**config.mk**
```make
export PLATFORM = sky130hd
export DESIGN_NAME = dual_sem_unit
export DESIGN_NICKNAME = d
export VERILOG_FILES = /design/src/rtl/semaphore_pkg.sv /design/src/rtl/sem_port_decode.sv /design/src/rtl/sem_token_cell.sv /design/src/rtl/sem_read_select.sv /design/src/rtl/dual_sem_unit.sv
export SDC_FILE = /design/constraint.sdc
export NUM_CORES = 1
export LEC_CHECK = 0
export BUFFER_PORTS_ARGS = -buffer_cell sky130_fd_sc_hd__buf_2
export CAP_MARGIN = 20
export CORE_MARGIN = 2
export CORE_UTILIZATION = 25
export CTS_CLUSTER_DIAMETER = 150
export DETAILED_ROUTE_END_ITERATION = 16
export GPL_TIMING_DRIVEN = 0
export PLACE_DENSITY = 0.5
export SYNTH_ARGS = -nofsm -noshare
export SYNTH_HDL_FRONTEND = slang
export SYNTH_SLANG_ARGS = --single-unit
```
**constraint.sdc**
```tcl
create_clock -name clk -period 2.15 [get_ports clk]
set_input_delay 0.215 -clock clk [delete_from_list [all_inputs] [get_ports clk]]
set_output_delay 0.215 -clock clk [all_outputs]
set_load 0.01 [all_outputs]
```
**src/rtl/semaphore_pkg.sv**
```systemverilog
package semaphore_pkg;

    typedef enum logic [1:0] {
        OWN_FREE  = 2'b00,
        OWN_LEFT  = 2'b01,
        OWN_RIGHT = 2'b10
    } owner_e;

    typedef struct packed {
        owner_e owner;
        logic   wait_l;
        logic   wait_r;
    } token_t;

    localparam token_t TOKEN_RESET = '{owner: OWN_FREE, wait_l: 1'b0, wait_r: 1'b0};

endpackage

```
**src/rtl/sem_port_decode.sv**
```systemverilog
module sem_port_decode #(
    parameter int NTOK = 8,
    parameter int AW   = $clog2(NTOK)
) (
    input  logic            sel,
    input  logic [AW-1:0]   addr,
    input  logic            we,
    input  logic            oe,
    input  logic            wbit,
    output logic [NTOK-1:0] req,
    output logic [NTOK-1:0] rel,
    output logic            rd_en
);
    logic wr;

    always_comb begin
        wr    = sel & we;
        rd_en = sel & oe & ~we;
    end

    for (genvar i = 0; i < NTOK; i++) begin : g_tok
        logic hit;
        always_comb begin
            hit    = (addr == AW'(i));
            req[i] = wr & hit & ~wbit;
            rel[i] = wr & hit & wbit;
        end
    end
endmodule

```
**src/rtl/sem_token_cell.sv**
```systemverilog
module sem_token_cell
    import semaphore_pkg::*;
(
    input  logic   clk,
    input  logic   rst_n,
    input  logic   l_req,
    input  logic   l_rel,
    input  logic   r_req,
    input  logic   r_rel,
    output owner_e owner
);
    token_t tok_d, tok_q;
    logic   want_l, want_r;

    always_comb begin
        tok_d  = tok_q;
        want_l = tok_q.wait_l | l_req;
        want_r = tok_q.wait_r | r_req;
        unique case (tok_q.owner)
            OWN_FREE: begin
                if (want_l) begin
                    tok_d.owner  = OWN_LEFT;
                    tok_d.wait_l = 1'b0;
                    tok_d.wait_r = want_r;
                end else if (want_r) begin
                    tok_d.owner  = OWN_RIGHT;
                    tok_d.wait_l = 1'b0;
                    tok_d.wait_r = 1'b0;
                end
            end
            OWN_LEFT: begin
                tok_d.wait_l = 1'b0;
                if (l_rel) begin
                    tok_d.owner  = want_r ? OWN_RIGHT : OWN_FREE;
                    tok_d.wait_r = 1'b0;
                end else begin
                    tok_d.wait_r = want_r;
                end
            end
            OWN_RIGHT: begin
                tok_d.wait_r = 1'b0;
                if (r_rel) begin
                    tok_d.owner  = want_l ? OWN_LEFT : OWN_FREE;
                    tok_d.wait_l = 1'b0;
                end else begin
                    tok_d.wait_l = want_l;
                end
            end
            default: tok_d = TOKEN_RESET;
        endcase
    end

    always_ff @(posedge clk) begin
        if (!rst_n) tok_q <= TOKEN_RESET;
        else        tok_q <= tok_d;
    end

    assign owner = tok_q.owner;
endmodule

```
**src/rtl/sem_read_select.sv**
```systemverilog
module sem_read_select
    import semaphore_pkg::*;
#(
    parameter int   NTOK = 8,
    parameter int   AW   = $clog2(NTOK),
    parameter logic SIDE_LEFT = 1'b1
) (
    input  logic [2*NTOK-1:0] own_flat,
    input  logic [AW-1:0]     addr,
    input  logic              rd_en,
    output logic              rbit
);
    localparam logic [1:0] MINE = SIDE_LEFT ? OWN_LEFT : OWN_RIGHT;
    logic [1:0] cur;

    always_comb begin
        cur = OWN_FREE;
        for (int i = 0; i < NTOK; i++) begin
            if (addr == AW'(i)) cur = own_flat[2*i +: 2];
        end
        rbit = rd_en ? (cur != MINE) : 1'b1;
    end
endmodule

```
**src/rtl/dual_sem_unit.sv**
```systemverilog
module dual_sem_unit
    import semaphore_pkg::*;
#(
    parameter int NTOK = 8,
    parameter int AW   = $clog2(NTOK)
) (
    input  logic          clk,
    input  logic          rst_n,
    input  logic          l_sel,
    input  logic [AW-1:0] l_addr,
    input  logic          l_we,
    input  logic          l_oe,
    input  logic          l_wbit,
    output logic          l_rbit,
    input  logic          r_sel,
    input  logic [AW-1:0] r_addr,
    input  logic          r_we,
    input  logic          r_oe,
    input  logic          r_wbit,
    output logic          r_rbit
);
    logic [NTOK-1:0]   l_req, l_rel, r_req, r_rel;
    logic              l_rd, r_rd;
    logic [2*NTOK-1:0] own_flat;

    sem_port_decode #(.NTOK(NTOK), .AW(AW)) u_dec_l (
        .sel(l_sel), .addr(l_addr), .we(l_we), .oe(l_oe), .wbit(l_wbit),
        .req(l_req), .rel(l_rel), .rd_en(l_rd)
    );

    sem_port_decode #(.NTOK(NTOK), .AW(AW)) u_dec_r (
        .sel(r_sel), .addr(r_addr), .we(r_we), .oe(r_oe), .wbit(r_wbit),
        .req(r_req), .rel(r_rel), .rd_en(r_rd)
    );

    for (genvar i = 0; i < NTOK; i++) begin : g_cell
        owner_e own;
        sem_token_cell u_cell (
            .clk(clk), .rst_n(rst_n),
            .l_req(l_req[i]), .l_rel(l_rel[i]),
            .r_req(r_req[i]), .r_rel(r_rel[i]),
            .owner(own)
        );
        assign own_flat[2*i +: 2] = own;
    end

    sem_read_select #(.NTOK(NTOK), .AW(AW), .SIDE_LEFT(1'b1)) u_rd_l (
        .own_flat(own_flat), .addr(l_addr), .rd_en(l_rd), .rbit(l_rbit)
    );

    sem_read_select #(.NTOK(NTOK), .AW(AW), .SIDE_LEFT(1'b0)) u_rd_r (
        .own_flat(own_flat), .addr(r_addr), .rd_en(r_rd), .rbit(r_rbit)
    );
endmodule

```
==> results of run 1 <==
[registers in the layout (all words and copies together), names as in the netlist]
register             cells
g_cell.u_cell.owner     16
g_cell.u_cell.tok_q     16
[placed cells by master, fill, tap and decap left out, types with 2 or more instances in the layout]
cell type,instances
sky130_fd_sc_hd__nand2_1,11
sky130_fd_sc_hd__and4b_1,2
sky130_fd_sc_hd__nand4_1,3
sky130_fd_sc_hd__nor2_1,22
sky130_fd_sc_hd__o21ba_1,2
sky130_fd_sc_hd__o22ai_1,2
sky130_fd_sc_hd__clkbuf_1,4
sky130_fd_sc_hd__o21a_1,3
sky130_fd_sc_hd__and3_1,2
sky130_fd_sc_hd__inv_1,8
sky130_fd_sc_hd__o21ai_1,3
sky130_fd_sc_hd__or2_1,2
sky130_fd_sc_hd__o2111ai_1,3
sky130_fd_sc_hd__a21oi_1,13
sky130_fd_sc_hd__nor3b_1,6
sky130_fd_sc_hd__buf_2,19
sky130_fd_sc_hd__o31ai_1,3
sky130_fd_sc_hd__and4_1,3
sky130_fd_sc_hd__a211o_1,3
sky130_fd_sc_hd__o21ai_0,8
sky130_fd_sc_hd__nor3_1,6
sky130_fd_sc_hd__nand2b_1,4
sky130_fd_sc_hd__dfxtp_1,32
sky130_fd_sc_hd__nor2b_1,13
sky130_fd_sc_hd__a31oi_1,6
sky130_fd_sc_hd__and4bb_1,2
sky130_fd_sc_hd__or3_1,10
sky130_fd_sc_hd__o311ai_1,2
sky130_fd_sc_hd__o211a_1,2
sky130_fd_sc_hd__nand4b_1,2
sky130_fd_sc_hd__o41ai_1,3
sky130_fd_sc_hd__a21boi_1,3
sky130_fd_sc_hd__clkbuf_8,7
[per-stage QoR]
stage	utilization (%)	setup WS (ns)
global placement	28.3	0.387
detailed placement	28.3	0.390
finish	30.1	0.203
floorplan	-	0.735
CTS	30.1	0.203
global route	30.1	0.113
[per-layer routing]
metal,wire length (µm),vias to the layer above,part of all wire (%),GRT usage (%)
met5,0,-,0,0
li1,-,822,-,-
met1,2260,730,47,18.7
met3,320,5,6.6,2.75
met4,46,0,0.95,3.78
met2,2220,42,46,22.0
[cell families after synthesis]
family	Yosys count
AOI/OAI and AO/OA	63
muxes	1
buffers and inverters	16
and+or+nand+nor	95
DFF	32
[worst max-delay path, stage by stage (launching register included)]
cell	delay (ns)
sky130_fd_sc_hd__dfxtp_1	0.42
sky130_fd_sc_hd__nor3b_1	0.21
sky130_fd_sc_hd__a31oi_1	0.07
sky130_fd_sc_hd__a211o_1	0.33
sky130_fd_sc_hd__a211o_1	0.29
sky130_fd_sc_hd__buf_2	0.14
[worst max-delay path by stage]
stage                                                      start     end  slack, ns  cells past startpoint
final                     g_cell[2].u_cell.owner[1]$_SDFFE_PN0P_  r_rbit       0.20                      5
after CTS                 g_cell[0].u_cell.owner[1]$_SDFFE_PN0P_  r_rbit       0.20                      5
after global routing      g_cell[2].u_cell.owner[1]$_SDFFE_PN0P_  r_rbit       0.11                      5
after global placement                                 r_addr[0]  r_rbit       0.39                      7
after detailed placement                               r_addr[0]  r_rbit       0.39                      7
after floorplan           g_cell[2].u_cell.owner[1]$_SDFFE_PN0P_  r_rbit       0.74                      4
[final cells by class]
| cell class | instances | area, µm² | area share [%] |
|---|---|---|---|
| repair buffers | 15 | 75.1 | 3.69 |
| flip-flops and latches | 32 | 641 | 31.4 |
| clock inverters | 1 | 30.0 | 1.47 |
| inverters | 8 | 30.0 | 1.47 |
| well taps | 80 | 100 | 4.91 |
| multi-input cells | 159 | 1030 | 50.6 |
| clock buffers | 7 | 96.3 | 4.73 |
| plain buffers | 8 | 35.0 | 1.72 |
[report_power, final]
part	switching (µW)	internal (µW)	leakage, µW
sequential	4.45	597	0.000258
combinational	75.1	37.2	0.000416
clock	223	409	0.0000645
total	302	1040	0.000738
==> results.txt, run 1 <==
----------------------------------------------------
[Yosys]
  Dominant combinational cell family by area after synthesis ... simple AND/OR/NAND/NOR gates
  Compound-cell area share of the yosys netlist ... 25.0%
  Top cells by count, synth ... 32 x sky130_fd_sc_hd__dfxtp_1, 22 x sky130_fd_sc_hd__nor2_1, 13 x sky130_fd_sc_hd__a21oi_1, 13 x sky130_fd_sc_hd__nor2b_1, 11 x sky130_fd_sc_hd__nand2_1
  Most used standard cell by instance count after synthesis ... sky130_fd_sc_hd__dfxtp_1
  Post-synthesis async set-or-reset flop share ... 0%
  Synth Flop Type ... sky130_fd_sc_hd__dfxtp_1
  Number of flops mapped to enable cells by yosys ... 0
  Most area-consuming cells after synthesis ... sky130_fd_sc_hd__dfxtp_1 37%, sky130_fd_sc_hd__nor2_1 4.8%, sky130_fd_sc_hd__nor2b_1 4.7%, sky130_fd_sc_hd__a21oi_1 3.7%, sky130_fd_sc_hd__or3_1 3.6%
  Area share of the leading cell type in the synthesized netlist ... 36.9%
  Post-synthesis sequential element count ... 32
  Biggest area consumer among synthesized cells ... sky130_fd_sc_hd__dfxtp_1
  Basic-gate share of the synthesized area counting and, or, nand and nor cells ... 33.0%
  Number of unique standard cell types used by synthesis ... 47
  Average cell area after synthesis ... 8.38 µm²
  Register area share after synthesis ... 36.9%
  Mux contribution to synthesized area ... 1.30%
  Area share of fa/ha/maj cells after synthesis ... 0%
  Yosys warns ... 0
  Post-Syn Area ... 1740 µm²
  Syn nets ... 223
  Instance count of the mapped netlist ... 207
  Post-synthesis xor/xnor area fraction ... 0%

[Hold path]
  Worst Hold Class ... primary input to flop
  Min-Delay Endpoint ... g_cell[4].u_cell.owner[0]$_SDFFE_PN0P_
  Min-Delay Path Depth ... 3
  Hold_sp ... rst_n

[Die]
  Initial Util ... 25.7%
  Top Ports ... 18
  Die Area ... 7620 µm²
  Chip Width ... 87.3 µm
  Core region area ... 6760 µm²
  Vertical die dimension ... 87.3 µm
  Placement Rows ... 30

[Place]
  Placed Area ... 1910 µm²
  Post-DP HPWL ... 3610 µm
  Total instance count after detailed placement ... 302
  GP Congestion ... 0.786
  Number of port buffers ... 15

[CTS]
  CTS max path bufs ... 2
  Htree depth ... 2
  Clk root buf ... sky130_fd_sc_hd__clkbuf_8
  TritonCTS clock tree ... built
  CTS Hold Bufs ... 0
  Clock edge transition at the registers on the reported setup and hold paths ... 0.06 ns
  Total clock buffers created by CTS ... 5
  Resize count post-CTS ... 0
  Post-CTS setup buffer count ... 0
  CTS sink cnt ... 32
  Clock Latency Late Sink ... 0.28 ns

[Power and ir drop]
  Total power divided by cell area ... 660 nW/µm²
  Power after layout ... 1350 µW
  Leakage power figure ... 0.000738 µW
  IR Drop Worst-Case VDD ... 272 µV

[Worst setup path]
  Setup Crit Path Kind ... flop to output pin
  Register-to-Register Setup Slack ... 0.94 ns
  Worst flop-to-flop path startpoint ... g_cell[1].u_cell.owner[0]$_SDFFE_PN0P_
  Capturing element type of the critical path ... output pin
  Number of cell instances on the worst register-to-register path ... 3
  Kind of start point of the critical path ... flop
  Worst EP arrival ... 1.73 ns
  Worst-path maximum fanout ... 6
  Required time of the worst setup path ... 1.93 ns
  R2R Path End ... g_cell[1].u_cell.owner[0]$_SDFFE_PN0P_

[Layout]
  Layout overhead on the synthesized area ... 17.4%
  Total number of nets in the final design ... 245
  Post-layout instance count excluding filler cells ... 310
  Fraction of layout instances using a drive strength above 1 ... 13.0%
  Filler Cells Inserted ... 739
  Number of antenna diodes ... 0
  Final Instance Area ... 2040 µm²

[Timing]
  Relative slew slack ... 60.0%
  Ratio of final minimum period to clock period ... 90.6%
  Achievable frequency ... 0.514 GHz
  Final Max Slew Viols ... 0
  Setup TNS ... 0 ns
  Worst Max-Slew Pin Slew ... 0.600 ns
  Worst-case hold slack ... 0.266 ns
  Worst Skew ... 0.00516 ns
  Setup repair after global routing missed its margin ... false
  Number of hold-slack violations in the final timing report ... 0
  Time the final worst path needs with I/O delays and setup ... 1.95 ns
  Setup-violating endpoint count in the final report ... 0

[Drt]
  Average routed wire per standard cell ... 15.6 µm
  DRT iter0 DRCs ... 80
  Router iterations before antenna repair ... 4
  DRC errors left ... 0
  ANT nets after route ... 0
  Drt via density ... 5.16
  Routed wire length ... 4850 µm
  Via count ... 1599

[Global route]
  Antenna violations before repair ... 0
  Number of global-route vias before repair ... 1553
  Pin count of the biggest net entering global routing ... 11
  Wire length of the first global-routing pass ... 8040 µm
  Total track usage ... 13.7%
  GRT overflow ... 0

[Flow run]
  Max-capacitance violation count ... 0

[Status]
  Run status ... complete, no violations

----------------------------------------------------
Note: power is estimated with default switching activity, not from simulation.
==> run 2: changes to the inputs <==
==> constraint.sdc (replaced) <==
create_clock -name clk -period 2.15 [get_ports clk]
set_input_delay 0.43 -clock clk [delete_from_list [all_inputs] [get_ports clk]]
set_output_delay 0.43 -clock clk [all_outputs]
set_load 0.01 [all_outputs]
==> run 2 against run 1 <==
  * Global-route usage stayed put
  * Sequential power hardly changed
  * Clock-buffer cell count unchanged
  * First-iteration DRC count is 16% higher
  * Register-to-register slack about the same
  * Critical path depth stayed put
  * Highest routed layer unchanged
  * Core utilization increased by 0.30 points
  * Combinational power about the same
==> results.txt, run 2 (synthesis results as in run 1) <==
----------------------------------------------------
[Layout]
  Post-Route Utilization ... 30.4%
  Most common cell after layout, fill and taps aside ... sky130_fd_sc_hd__dfxtp_1
  Filler Cells Inserted ... 733
  Area of the multi-input gates ... 1040 µm²
  Final Instance Area ... 2060 µm²
  Storage cell area ... 644 µm²
  Highest-count cells in the layout ignoring fill and taps ... 29 x sky130_fd_sc_hd__dfxtp_1, 22 x sky130_fd_sc_hd__nor2_1, 18 x sky130_fd_sc_hd__buf_2
  Fraction of layout instances using a drive strength above 1 ... 15.2%
  Total number of nets in the final design ... 245
  Number of antenna diodes ... 0
  Layout overhead on the synthesized area ... 18.5%

[Timing]
  Setup repair after global routing missed its margin ... false
  Worst Max-Slew Pin Slew ... 0.597 ns
  Setup-violating endpoint count in the final report ... 0
  Time the final worst path needs with I/O delays and setup ... 2.09 ns
  Achievable frequency ... 0.479 GHz
  Final Max Slew Viols ... 0
  Number of hold-slack violations in the final timing report ... 0
  Worst Skew ... 0.00594 ns
  Ratio of final minimum period to clock period ... 97.0%
  Relative slew slack ... 60.2%

[Worst setup path]
  R2R Path End ... g_cell[1].u_cell.owner[0]$_SDFFE_PN0P_
  Setup Crit Path Kind ... flop to output pin
  Worst-path maximum fanout ... 7
  Kind of start point of the critical path ... flop
  Worst EP arrival ... 1.66 ns
  Worst flop-to-flop path startpoint ... g_cell[1].u_cell.owner[0]$_SDFFE_PN0P_
  Number of cell instances on the worst register-to-register path ... 3
  Register-to-Register Setup Slack ... 0.94 ns
  Capturing element type of the critical path ... output pin
  Required time of the worst setup path ... 1.72 ns

[CTS]
  CTS sink cnt ... 32
  Htree depth ... 2
  Post-CTS setup buffer count ... 0
  TritonCTS clock tree ... built
  Clock edge transition at the registers on the reported setup and hold paths ... 0.07 ns
  Clk root buf ... sky130_fd_sc_hd__clkbuf_8
  Total clock buffers created by CTS ... 5
  Clock Latency Late Sink ... 0.28 ns
  CTS max path bufs ... 2

[Hold path]
  Min-Delay Endpoint ... g_cell[5].u_cell.tok_q[1]$_SDFFE_PN0P_
  Hold_sp ... g_cell[5].u_cell.tok_q[1]$_SDFFE_PN0P_
  Worst Hold Class ... flop to flop
  Min-Delay Path Depth ... 1

[Die]
  Core region area ... 6760 µm²
  Placement Rows ... 30
  Chip Width ... 87.3 µm
  Top Ports ... 18
  Initial Util ... 25.7%
  Die Area ... 7620 µm²
  Vertical die dimension ... 87.3 µm

[Power and ir drop]
  Share of total power in the clock network ... 47.0%
  Net switching power ... 305 µW
  Sequential fraction of design power ... 44.6%
  IR Drop Worst-Case VDD ... 272 µV
  Leakage power figure ... 0.000746 µW
  Pint ... 1040 µW
  Net switching share of the total power ... 22.6%
  Relative contribution of combinational cells to total power ... 8.5%
  Total power divided by cell area ... 656 nW/µm²

[Drt]
  Average routed wire per standard cell ... 15.7 µm
  Drt via density ... 5.32
  ANT nets after route ... 0
  DRT iter0 DRCs ... 93
  Routed wire length ... 4870 µm
  Router iterations before antenna repair ... 4
  Via count ... 1649
  DRC errors left ... 0

[Global route]
  Number of global-route vias before repair ... 1553
  Total track usage ... 13.7%
  Pin count of the biggest net entering global routing ... 11
  GRT overflow ... 0
  Wire length of the first global-routing pass ... 8040 µm
  Antenna violations before repair ... 0

[Place]
  Number of port buffers ... 15
  Placed Area ... 1910 µm²
  Post-DP HPWL ... 3610 µm
  GP Congestion ... 0.786

[Flow run]
  Max-capacitance violation count ... 0

[Status]
  Run status ... complete, no violations

----------------------------------------------------
[run 2: cell types whose count changed in the layout (fill, tap and decap cells not counted)]
| cell | delta |
|---|---|
| sky130_fd_sc_hd__dfxtp_1 | -3 |
| sky130_fd_sc_hd__dfxtp_2 | +3 |
| sky130_fd_sc_hd__nor3b_1 | -2 |
| sky130_fd_sc_hd__nor3b_2 | +2 |
| sky130_fd_sc_hd__buf_2 | -1 |
| sky130_fd_sc_hd__buf_6 | +1 |
[run 2: critical path, stage by stage (launching register included)]
cell                       delay, ns
sky130_fd_sc_hd__dfxtp_2        0.36
sky130_fd_sc_hd__nor3b_2        0.18
sky130_fd_sc_hd__a311oi_1       0.09
sky130_fd_sc_hd__a211o_1        0.32
sky130_fd_sc_hd__a211o_1        0.29
sky130_fd_sc_hd__buf_2          0.14
[run 2: area by class of cell]
| cell class | instances | area share (%) |
|---|---|---|
| clock inverters | 1 | 1.46 |
| repair buffers | 15 | 3.65 |
| inverters | 8 | 1.46 |
| clock buffers | 7 | 4.68 |
| multi-input cells | 159 | 50.5 |
| plain buffers | 8 | 2.01 |
| well taps | 80 | 4.87 |
| flip-flops and latches | 32 | 31.3 |
[run 2: repair_timing]
item,4_1_cts,5_1_grt
resized for setup,3,4
hold endpoints to repair,0,0
pin swaps,0,1
hold buffers,0,0
setup endpoints to repair,1,1
[run 2: power by group through the flow]
stage	clock (µW)	sequential, µW	combinational [µW]
floorplan	0	613	61.2
global placement	0	615	112
detailed placement	0	614	111
CTS	643	601	113
global route	673	601	128
finish	634	601	114
[run 2: layer usage]
metal  up-vias  track usage [%]  routed length (µm)
met5         -                0                   0
met4         0             3.78                  46
met3         5             2.75                 204
met2        39             22.0                2280
met1       783             18.7                2340
li1        822                -                   -
[run 2: worst max path at each step]
stage,slack (ns),endpoint,depth (start not counted),start
2_1_floorplan,0.31,r_rbit,5,r_addr[0]
4_1_cts,0.007,r_rbit,5,g_cell[0].u_cell.owner[0]$_SDFFE_PN0P_
3_3_place_gp,-0.04,r_rbit,7,r_addr[0]
5_1_grt,0.003,r_rbit,7,r_addr[0]
6_report,0.06,r_rbit,5,g_cell[0].u_cell.owner[0]$_SDFFE_PN0P_
3_5_place_dp,-0.04,r_rbit,7,r_addr[0]
[run 2: per-stage QoR]
step	power, µW	std cells	hold WS, ns	setup WS, ns	setup TNS [ns]
floorplan	674	207	0.442	0.312	0
CTS	1360	310	0.470	0.00733	0
finish	1350	310	0.467	0.0638	0
detailed placement	726	302	0.454	-0.0403	-0.0403
global route	1400	310	0.486	0.00334	0
global placement	727	302	0.454	-0.0434	-0.0434
